$ cat config.mk
export PLATFORM = sky130hd
export DESIGN_NAME = hs_chirp_ctrl
export DESIGN_NICKNAME = d
export VERILOG_FILES = /design/src/rtl/hs_chirp_pkg.sv /design/src/rtl/hs_chirp_dp.sv /design/src/rtl/hs_chirp_fsm.sv /design/src/rtl/hs_chirp_ctrl.sv
export SDC_FILE = /design/constraint.sdc
export NUM_CORES = 1
export LEC_CHECK = 0
export BUFFER_PORTS_ARGS = -buffer_cell sky130_fd_sc_hd__buf_2
export CAP_MARGIN = 20
export CORE_UTILIZATION = 50
export DETAILED_ROUTE_END_ITERATION = 8
export PLACE_DENSITY = 0.66
export SYNTH_ARGS = -nofsm -noshare
export SYNTH_HDL_FRONTEND = slang
export SYNTH_SLANG_ARGS = --single-unit
$ cat constraint.sdc
create_clock -name clk -period 3.8 [get_ports clk]
set_clock_uncertainty 0.1 [all_clocks]
set_input_delay 0.38 -clock clk [delete_from_list [all_inputs] [get_ports clk]]
set_output_delay 0.38 -clock clk [all_outputs]
set_load 0.1 [all_outputs]
$ cat src/rtl/hs_chirp_pkg.sv
package hs_chirp_pkg;

  localparam logic [1:0] LS_SE0 = 2'b00;
  localparam logic [1:0] LS_J   = 2'b01;
  localparam logic [1:0] LS_K   = 2'b10;
  localparam logic [1:0] LS_SQUELCH = 2'b10;

  localparam logic [1:0] OPM_NORMAL = 2'b00;
  localparam logic [1:0] OPM_CHIRP  = 2'b10;

  typedef enum logic [2:0] {
    ST_IDLE,
    ST_DELAY,
    ST_DEV_CHIRP,
    ST_HOST_COUNT,
    ST_SQUELCH_WAIT,
    ST_HS_READY,
    ST_FS_FALLBACK
  } chirpState_t;

  typedef struct packed {
    logic timerClr;
    logic seqInc;
    logic seqClr;
  } dpCtl_t;

endpackage

$ cat src/rtl/hs_chirp_dp.sv
module hs_chirp_dp
  import hs_chirp_pkg::*;
#(
  parameter int DEBOUNCE = 150,
  parameter int TIMER_W  = 17,
  parameter int SEQ_W    = 3
) (
  input  logic               clk,
  input  logic               rst_n,
  input  logic [1:0]         lineState,
  input  dpCtl_t             ctl,
  output logic [TIMER_W-1:0] timer,
  output logic [SEQ_W-1:0]   seqCount,
  output logic               qualValid,
  output logic [1:0]         qualSym
);

  localparam int RUN_W = $clog2(DEBOUNCE + 1);
  localparam logic [RUN_W-1:0] RUN_HIT = RUN_W'(DEBOUNCE - 1);
  localparam logic [RUN_W-1:0] RUN_MAX = RUN_W'(DEBOUNCE);

  logic [1:0]       runSym;
  logic [RUN_W-1:0] runCnt;

  // Length of the current unchanged line-state run, saturating at DEBOUNCE
  always_ff @(posedge clk or negedge rst_n) begin
    if (!rst_n) begin
      runSym <= LS_SE0;
      runCnt <= '0;
    end else if (lineState != runSym) begin
      runSym <= lineState;
      runCnt <= RUN_W'(1);
    end else if (runCnt != RUN_MAX) begin
      runCnt <= runCnt + RUN_W'(1);
    end
  end

  // Single pulse on the DEBOUNCE-th cycle of a steady run
  assign qualValid = (lineState == runSym) && (runCnt == RUN_HIT);
  assign qualSym   = runSym;

  // Phase timer, saturating
  always_ff @(posedge clk or negedge rst_n) begin
    if (!rst_n) begin
      timer <= '0;
    end else if (ctl.timerClr) begin
      timer <= '0;
    end else if (timer != '1) begin
      timer <= timer + TIMER_W'(1);
    end
  end

  // Count of accepted, correctly alternating host chirps
  always_ff @(posedge clk or negedge rst_n) begin
    if (!rst_n) begin
      seqCount <= '0;
    end else if (ctl.seqClr) begin
      seqCount <= '0;
    end else if (ctl.seqInc) begin
      seqCount <= seqCount + SEQ_W'(1);
    end
  end

endmodule

$ cat src/rtl/hs_chirp_fsm.sv
module hs_chirp_fsm
  import hs_chirp_pkg::*;
#(
  parameter int TX_DELAY   = 6000,
  parameter int CHIRP_LEN  = 66000,
  parameter int MIN_CHIRPS = 6,
  parameter int TIMER_W    = 17,
  parameter int SEQ_W      = 3
) (
  input  logic               clk,
  input  logic               rst_n,
  input  logic               busResetDet,
  input  logic [TIMER_W-1:0] timer,
  input  logic [SEQ_W-1:0]   seqCount,
  input  logic               qualValid,
  input  logic [1:0]         qualSym,
  output dpCtl_t             ctl,
  output logic               txChirpReq,
  output logic               termSel,
  output logic [1:0]         opMode,
  output logic               hsReady,
  output logic               fsFallback
);

  localparam logic [TIMER_W-1:0] DELAY_END = TIMER_W'(TX_DELAY - 1);
  localparam logic [TIMER_W-1:0] CHIRP_END = TIMER_W'(CHIRP_LEN - 1);
  localparam logic [SEQ_W-1:0]   SEQ_LAST  = SEQ_W'(MIN_CHIRPS - 1);

  chirpState_t state, stateNext;
  logic        resetPrev;
  logic        resetRise;
  logic [1:0]  expectSym;
  logic        symIsChirp;

  assign resetRise  = busResetDet && !resetPrev;
  assign expectSym  = seqCount[0] ? LS_J : LS_K;
  assign symIsChirp = (qualSym == LS_J) || (qualSym == LS_K);

  always_ff @(posedge clk or negedge rst_n) begin
    if (!rst_n) begin
      state     <= ST_IDLE;
      resetPrev <= 1'b0;
    end else begin
      state     <= stateNext;
      resetPrev <= busResetDet;
    end
  end

  always_comb begin
    stateNext = state;
    ctl       = '0;
    unique case (state)
      ST_IDLE: begin
        if (busResetDet) begin
          stateNext    = ST_DELAY;
          ctl.timerClr = 1'b1;
          ctl.seqClr   = 1'b1;
        end
      end
      ST_DELAY: begin
        if (!busResetDet) begin
          stateNext = ST_FS_FALLBACK;
        end else if (timer == DELAY_END) begin
          stateNext    = ST_DEV_CHIRP;
          ctl.timerClr = 1'b1;
        end
      end
      ST_DEV_CHIRP: begin
        if (!busResetDet) begin
          stateNext = ST_FS_FALLBACK;
        end else if (timer == CHIRP_END) begin
          stateNext  = ST_HOST_COUNT;
          ctl.seqClr = 1'b1;
        end
      end
      ST_HOST_COUNT: begin
        if (!busResetDet) begin
          stateNext = ST_FS_FALLBACK;
        end else if (qualValid && symIsChirp) begin
          if (qualSym == expectSym) begin
            ctl.seqInc = 1'b1;
            if (seqCount == SEQ_LAST) stateNext = ST_SQUELCH_WAIT;
          end else begin
            ctl.seqClr = 1'b1;
          end
        end
      end
      ST_SQUELCH_WAIT: begin
        if (qualValid && qualSym == LS_SQUELCH) stateNext = ST_HS_READY;
      end
      ST_HS_READY, ST_FS_FALLBACK: begin
        if (resetRise) begin
          stateNext    = ST_DELAY;
          ctl.timerClr = 1'b1;
          ctl.seqClr   = 1'b1;
        end
      end
      default: stateNext = ST_IDLE;
    endcase
  end

  assign txChirpReq = (state == ST_DEV_CHIRP);
  assign termSel    = !((state == ST_SQUELCH_WAIT) || (state == ST_HS_READY));
  assign opMode     = ((state == ST_DELAY) || (state == ST_DEV_CHIRP) ||
                       (state == ST_HOST_COUNT)) ? OPM_CHIRP : OPM_NORMAL;
  assign hsReady    = (state == ST_HS_READY);
  assign fsFallback = (state == ST_FS_FALLBACK);

endmodule

$ cat src/rtl/hs_chirp_ctrl.sv
module hs_chirp_ctrl
  import hs_chirp_pkg::*;
#(
  parameter int DEBOUNCE   = 150,
  parameter int TX_DELAY   = 6000,
  parameter int CHIRP_LEN  = 66000,
  parameter int MIN_CHIRPS = 6,
  parameter int DEADLINE   = 420000
) (
  input  logic       clk,
  input  logic       rst_n,
  input  logic       busResetDet,
  input  logic [1:0] lineState,
  output logic       txChirpReq,
  output logic       termSel,
  output logic [1:0] opMode,
  output logic       hsReady,
  output logic       fsFallback
);

  localparam int TIMER_MAX = (TX_DELAY > CHIRP_LEN) ? TX_DELAY : CHIRP_LEN;
  localparam int TIMER_W   = $clog2(TIMER_MAX + 1);
  localparam int SEQ_W     = $clog2(MIN_CHIRPS + 1);

  dpCtl_t             ctl;
  logic [TIMER_W-1:0] timer;
  logic [SEQ_W-1:0]   seqCount;
  logic               qualValid;
  logic [1:0]         qualSym;

  hs_chirp_dp #(
    .DEBOUNCE(DEBOUNCE),
    .TIMER_W (TIMER_W),
    .SEQ_W   (SEQ_W)
  ) i_dp (
    .clk      (clk),
    .rst_n    (rst_n),
    .lineState(lineState),
    .ctl      (ctl),
    .timer    (timer),
    .seqCount (seqCount),
    .qualValid(qualValid),
    .qualSym  (qualSym)
  );

  hs_chirp_fsm #(
    .TX_DELAY  (TX_DELAY),
    .CHIRP_LEN (CHIRP_LEN),
    .MIN_CHIRPS(MIN_CHIRPS),
    .TIMER_W   (TIMER_W),
    .SEQ_W     (SEQ_W)
  ) i_fsm (
    .clk        (clk),
    .rst_n      (rst_n),
    .busResetDet(busResetDet),
    .timer      (timer),
    .seqCount   (seqCount),
    .qualValid  (qualValid),
    .qualSym    (qualSym),
    .ctl        (ctl),
    .txChirpReq (txChirpReq),
    .termSel    (termSel),
    .opMode     (opMode),
    .hsReady    (hsReady),
    .fsFallback (fsFallback)
  );

endmodule

# After elaboration in Yosys (flattened, before gate mapping)
# Index checks and enable logic that the tools add are counted.
[word_totals] regBits=34 wordCells=83 input_bits=5
[op_classes] muxes=33 addsub=3 n_reduce_logical=16 n_eq_ne=25
[op_table] op="$mux 3" count=13
[op_table] op="$mux 17" count=2
[op_table] op="$pmux 3 s6" count=1
[op_table] op="$add 17x1->17 const B" count=1
[op_table] op="$eq 17x13->1 const B" count=1
[op_table] op="$eq 17x17->1 const B" count=1
[op_table] op="$ne 17x17->1 const B" count=1
[op_table] op="$mux 8" count=2
[op_table] op="$ne 3x2->1 const B" count=5
[op_table] op="$eq 3x3->1 const B" count=4
[op_table] op="$mux 1" count=9
[op_table] op="$add 8x1->8 const B" count=1
[op_table] op="$eq 8x8->1 const B" count=1
[op_table] op="$mux 2" count=4
[op_table] op="$ne 8x8->1 const B" count=1
[op_table] op="$reduce_and 8->1" count=1
[op_table] op="$eq 3x2->1 const B" count=2
[op_table] op="$reduce_bool 2->1" count=3
[op_table] op="$eq 2x2->1" count=2
[op_table] op="$logic_and 1x1->1" count=4
[op_table] op="$logic_or 1x1->1" count=4
[op_table] op="$ne 2x1->1 const B" count=2
[op_table] op="$pmux 1 s4" count=1
[op_table] op="$add 3x1->3 const B" count=1
[op_table] op="other kinds (9)" count=10

# Logic depth before layout (Yosys ltp)
[depth] ltp_word=8 depth_mapped=10 ltp_nobuf=9

# Hierarchy
# Synthesis repeated with hierarchy kept, for this count alone.
[unflattened] hier_cells=224 hier_area_um2=2109.5
[by_module_without_submodules] module="hs_chirp_dp" instances=1 cells_each=151 area_each_um2=1506.4
[by_module_without_submodules] module="hs_chirp_fsm" instances=1 cells_each=73 area_each_um2=603.1

# Least setup slack after synthesis
# Ideal clock, no wire load.
[synth_timing] kind="register to output" start="reg i_fsm.state[1]" end="out hsReady" n_path_buf=2 arrival_ns=2.932 slack_ns=0.388 path_stages_with_launch=5 cell_sequence="dfrtp_1 -> buf_2 -> buf_1 -> nand2b_1 -> nor2_1"
[synth_between] elab_chain_cells=1
[synth_rtl] element="start: declaration" line="hs_chirp_fsm.sv:29" text="chirpState_t state, stateNext;"
[synth_rtl] element="start signal: assignment" line="hs_chirp_fsm.sv:44" text="state <= stateNext;"
[synth_rtl] element="$eq 3x3->1" line="hs_chirp_fsm.sv:106" text="assign hsReady = (state == ST_HS_READY);"
[synth_rtl] element="end: declaration" line="hs_chirp_ctrl.sv:17" text="output logic hsReady,"
# Every way passes these cells.

# Worst setup path after layout
[layout_timing] start="reg i_dp.timer[0]" end="reg i_dp.timer[15]"
[layout_between] elab_chain_cells=5 elab_cells_between_ends=9 classes_between="1 x add/sub; 2 x eq/ne; 5 x mux; 1 x reduce/logical"
[layout_rtl] element="start: declaration" line="hs_chirp_dp.sv:12" text="output logic [TIMER_W-1:0] timer,"
[layout_rtl] element="start signal: assignment" line="hs_chirp_dp.sv:49" text="timer <= timer + TIMER_W'(1);"
[layout_rtl] element="branches (longest 5 deep; another with $add 17x1->17)"
# Parallel ways; which one is timed is not known. The select of a mux whose other input is x is not followed.
# A chain may end at the register's enable or synchronous reset.

==> impl_metrics.env <==
export IMPL_required_ns=3.85
export IMPL_grt_pass1_vias=1404
export IMPL_period_share_pct=65.75
export IMPL_vias_per_cell=5.695
export IMPL_hold_buffers=0
export IMPL_num_vias=1589
export IMPL_synth_async_reset_ratio_pct=100.0
export IMPL_rr_worst_depth=9
export IMPL_post_cts_resized=0
export IMPL_stdcell_area_um2=2311
export IMPL_synthDistinctLibCells=57
export IMPL_end_kind="register"
export IMPL_cts_sinks=34
export IMPL_floorplan_rows=23
export IMPL_globalRouteOverflowTotal=0
export IMPL_root_buffer="clkbuf_8"
export IMPL_clock_latency_ns=0.28
export IMPL_rrSetupSlack_ns=1.30
export IMPL_fillerInstances=384
export IMPL_period_needed_ns=2.499
export IMPL_grt_max_degree=35
export IMPL_critPathLaunchType="register"
export IMPL_yosysMostFrequentCell="dfrtp_1"
export IMPL_status="completed"
export IMPL_yosysWarningCount=0
export IMPL_ys_ff_latch=34
export IMPL_max_stage_delay_ns=0.41
export IMPL_crit_fanout=8
export IMPL_cts_buffers=5
export IMPL_r2r_end="i_dp.timer[15]$_DFFE_PN0P_"
export IMPL_wl_um=3901
export IMPL_drv_slew=0
export IMPL_preCtsSetupSlack_ns=1.321
export IMPL_area_growth_pct=5.182
export IMPL_drv_cap=0
export IMPL_path_clk_slew_ns=0.07
export IMPL_clockBufferDepth=2
export IMPL_yosys_top_cells_count="dfrtp_1, nor2_1, nand3_1"
export IMPL_wl_per_cell_um=13.98
export IMPL_wl_met2_um=1758
export IMPL_worst_ir_drop_vdd_uv=389.3
export IMPL_postCtsSetupBuffers=0
export IMPL_dpl_hpwl_um=2723
export IMPL_initial_utilization_pct=53.39
export IMPL_yosysTopAreaCell="dfrtp_1"
export IMPL_gp_congestion=0.8478
export IMPL_drive_gt1_share_pct=17.03
export IMPL_critical_path_top_delay_family="simple AND/OR/NAND/NOR gates"
export IMPL_grtUsageTotal_pct=18.80
export IMPL_grt_first_pass_wirelength_um=6444
export IMPL_dpl_instance_area_um2=2220
export IMPL_diodes=0
export IMPL_core_um2=4115
export IMPL_setup_viol=0
export IMPL_ys_seq_area_share_pct=38.72
export IMPL_dr_pass1_iters=4
export IMPL_fin_tns_setup_ns=0
export IMPL_ios=11
export IMPL_hold_slack_ns=0.06492
export IMPL_timing_rr_start="i_dp.timer[0]$_DFFE_PN0P_"
export IMPL_die_w_um=68.29
export IMPL_powerDensity_nw_per_um2=614.5
export IMPL_synthDominantCellAreaShare_pct=38.72
export IMPL_yosys_most_used_dff="dfrtp_1"
export IMPL_dp_cells=271
export IMPL_cellLeakagePower_uw=0.0009465
export IMPL_syn_cell_area_um2=2197
export IMPL_die_area_um2=4664
export IMPL_cts_tree="done"
export IMPL_critPathBufInv=0
export IMPL_drcViolationCount=0
export IMPL_fin_nets=241
export IMPL_die_h_um=68.29
export IMPL_cp_arrival_ns=2.55
export IMPL_place_port_buffers=9
export IMPL_slew_limit_headroom_pct=50.11
export IMPL_tightest_slew_ns=0.7484
export IMPL_ctsHtreeMaxLevel=2
export IMPL_postSynthCellCount=226
export IMPL_synth_area_top_cells="dfrtp_1, xor2_1, ha_1"
export IMPL_synth_net_count=239
export IMPL_top_layer_used="met4"
export IMPL_rsz0062_at_grt="false"
export IMPL_first_iter_violations=122
export IMPL_synth_edf_count=0
export IMPL_hold_class="in -> async"
export IMPL_fin_ws_ns=1.301
export IMPL_met3_length_um=108
export IMPL_crit_type="reg -> reg"
export IMPL_final_cells=279
export IMPL_final_hold_violation_count=0
export IMPL_fmax_mhz=400.2
export IMPL_path_cells="ha_1 > nand3_1 > nor4_1 > ha_1 > nand3b_1 > nor4_1 > nor2b_1 > xnor2_1 > a21oi_2"
export IMPL_wl_met1_um=1996
export IMPL_antenna_left=0
export IMPL_cp_slowest_cell="dfrtp_1"
export IMPL_synth_avg_cell_area_um2=9.722
export IMPL_grt_antenna_before_repair=0
-- logic make-up after synthesis --
logic type	after synthesis	share of synthesized area, %
compound gates	44	15.26
xor+xnor	24	9.909
fa+ha+maj	9	5.012
buf+inv	23	5.410
flops	34	38.72
mux	2	0.9112
other cells	1	0.1707
simple gates	89	24.60
-- cell usage in the layout (no fill, tap or decap), drive strengths merged, types with 3 or more instances in the layout --
master and count:
o21ai 3, o22ai 4, or3 3, nor4 6, nand2b 3, nand4b 5, nand3b 3, a22oi 3
xnor2 11, and3 7, nor3 6, xor2 13, dfrtp 34, nand2 9, nand3 14, buf 9
nor2 17, nor2b 4, inv 9, ha 8, nand4 3, a21oi 23, clkbuf 7
-- through the flow --
step | power (µW) | util (%)
5_1_grt | 1512 | 56.16
6_report | 1420 | 56.16
4_1_cts | 1433 | 56.16
3_3_place_gp | 1153 | 53.94
3_5_place_dp | 1156 | 53.94
2_1_floorplan | 1083 | -
-- registers in the layout (all words and copies together), names as in the netlist --
name	count
i_dp.seqCount	3
i_dp.qualSym	2
i_fsm.resetPrev	1
i_dp.runCnt	8
i_dp.timer	17
i_fsm.state	3
-- worst max-delay path by stage --
stage,startpoint,to,slack (ns),depth (start not counted)
final,i_dp.timer[0]$_DFFE_PN0P_,i_dp.timer[15]$_DFFE_PN0P_,1.30,9
after global routing,i_dp.timer[0]$_DFFE_PN0P_,i_dp.timer[13]$_DFFE_PN0P_,1.08,9
after detailed placement,i_dp.timer[0]$_DFFE_PN0P_,i_dp.timer[15]$_DFFE_PN0P_,1.32,9
after floorplan,i_fsm.state[1]$_DFFE_PN0P_,hsReady,0.39,4
after CTS,i_dp.timer[0]$_DFFE_PN0P_,i_dp.timer[15]$_DFFE_PN0P_,1.30,9
after global placement,i_dp.timer[0]$_DFFE_PN0P_,i_dp.timer[15]$_DFFE_PN0P_,1.37,9
-- routing by layer --
metal  track usage, %  vias up
met5                0        -
met4            6.250        0
met3            4.500        4
met2            28.68       18
met1            25.88      752
li1                 -      815
-- where the power goes --
part           leakage [µW]  switching [µW]  internal (µW)
Clock             0.0000482             125            146
Sequential         0.000449             114            421
Combinational      0.000449             421            193
Total              0.000947             661            759
-- layout make-up --
type	count	area (µm²)	area share, %
clock buffers	7	86.33	3.736
well taps	50	62.56	2.707
multi-input cells	169	1227	53.11
repair buffers	9	45.04	1.949
inverters	9	33.78	1.462
clock inverters	1	5.005	0.2166
flip-flops and latches	34	850.8	36.82
No activity file was read; power rests on OpenSTA's default activity.
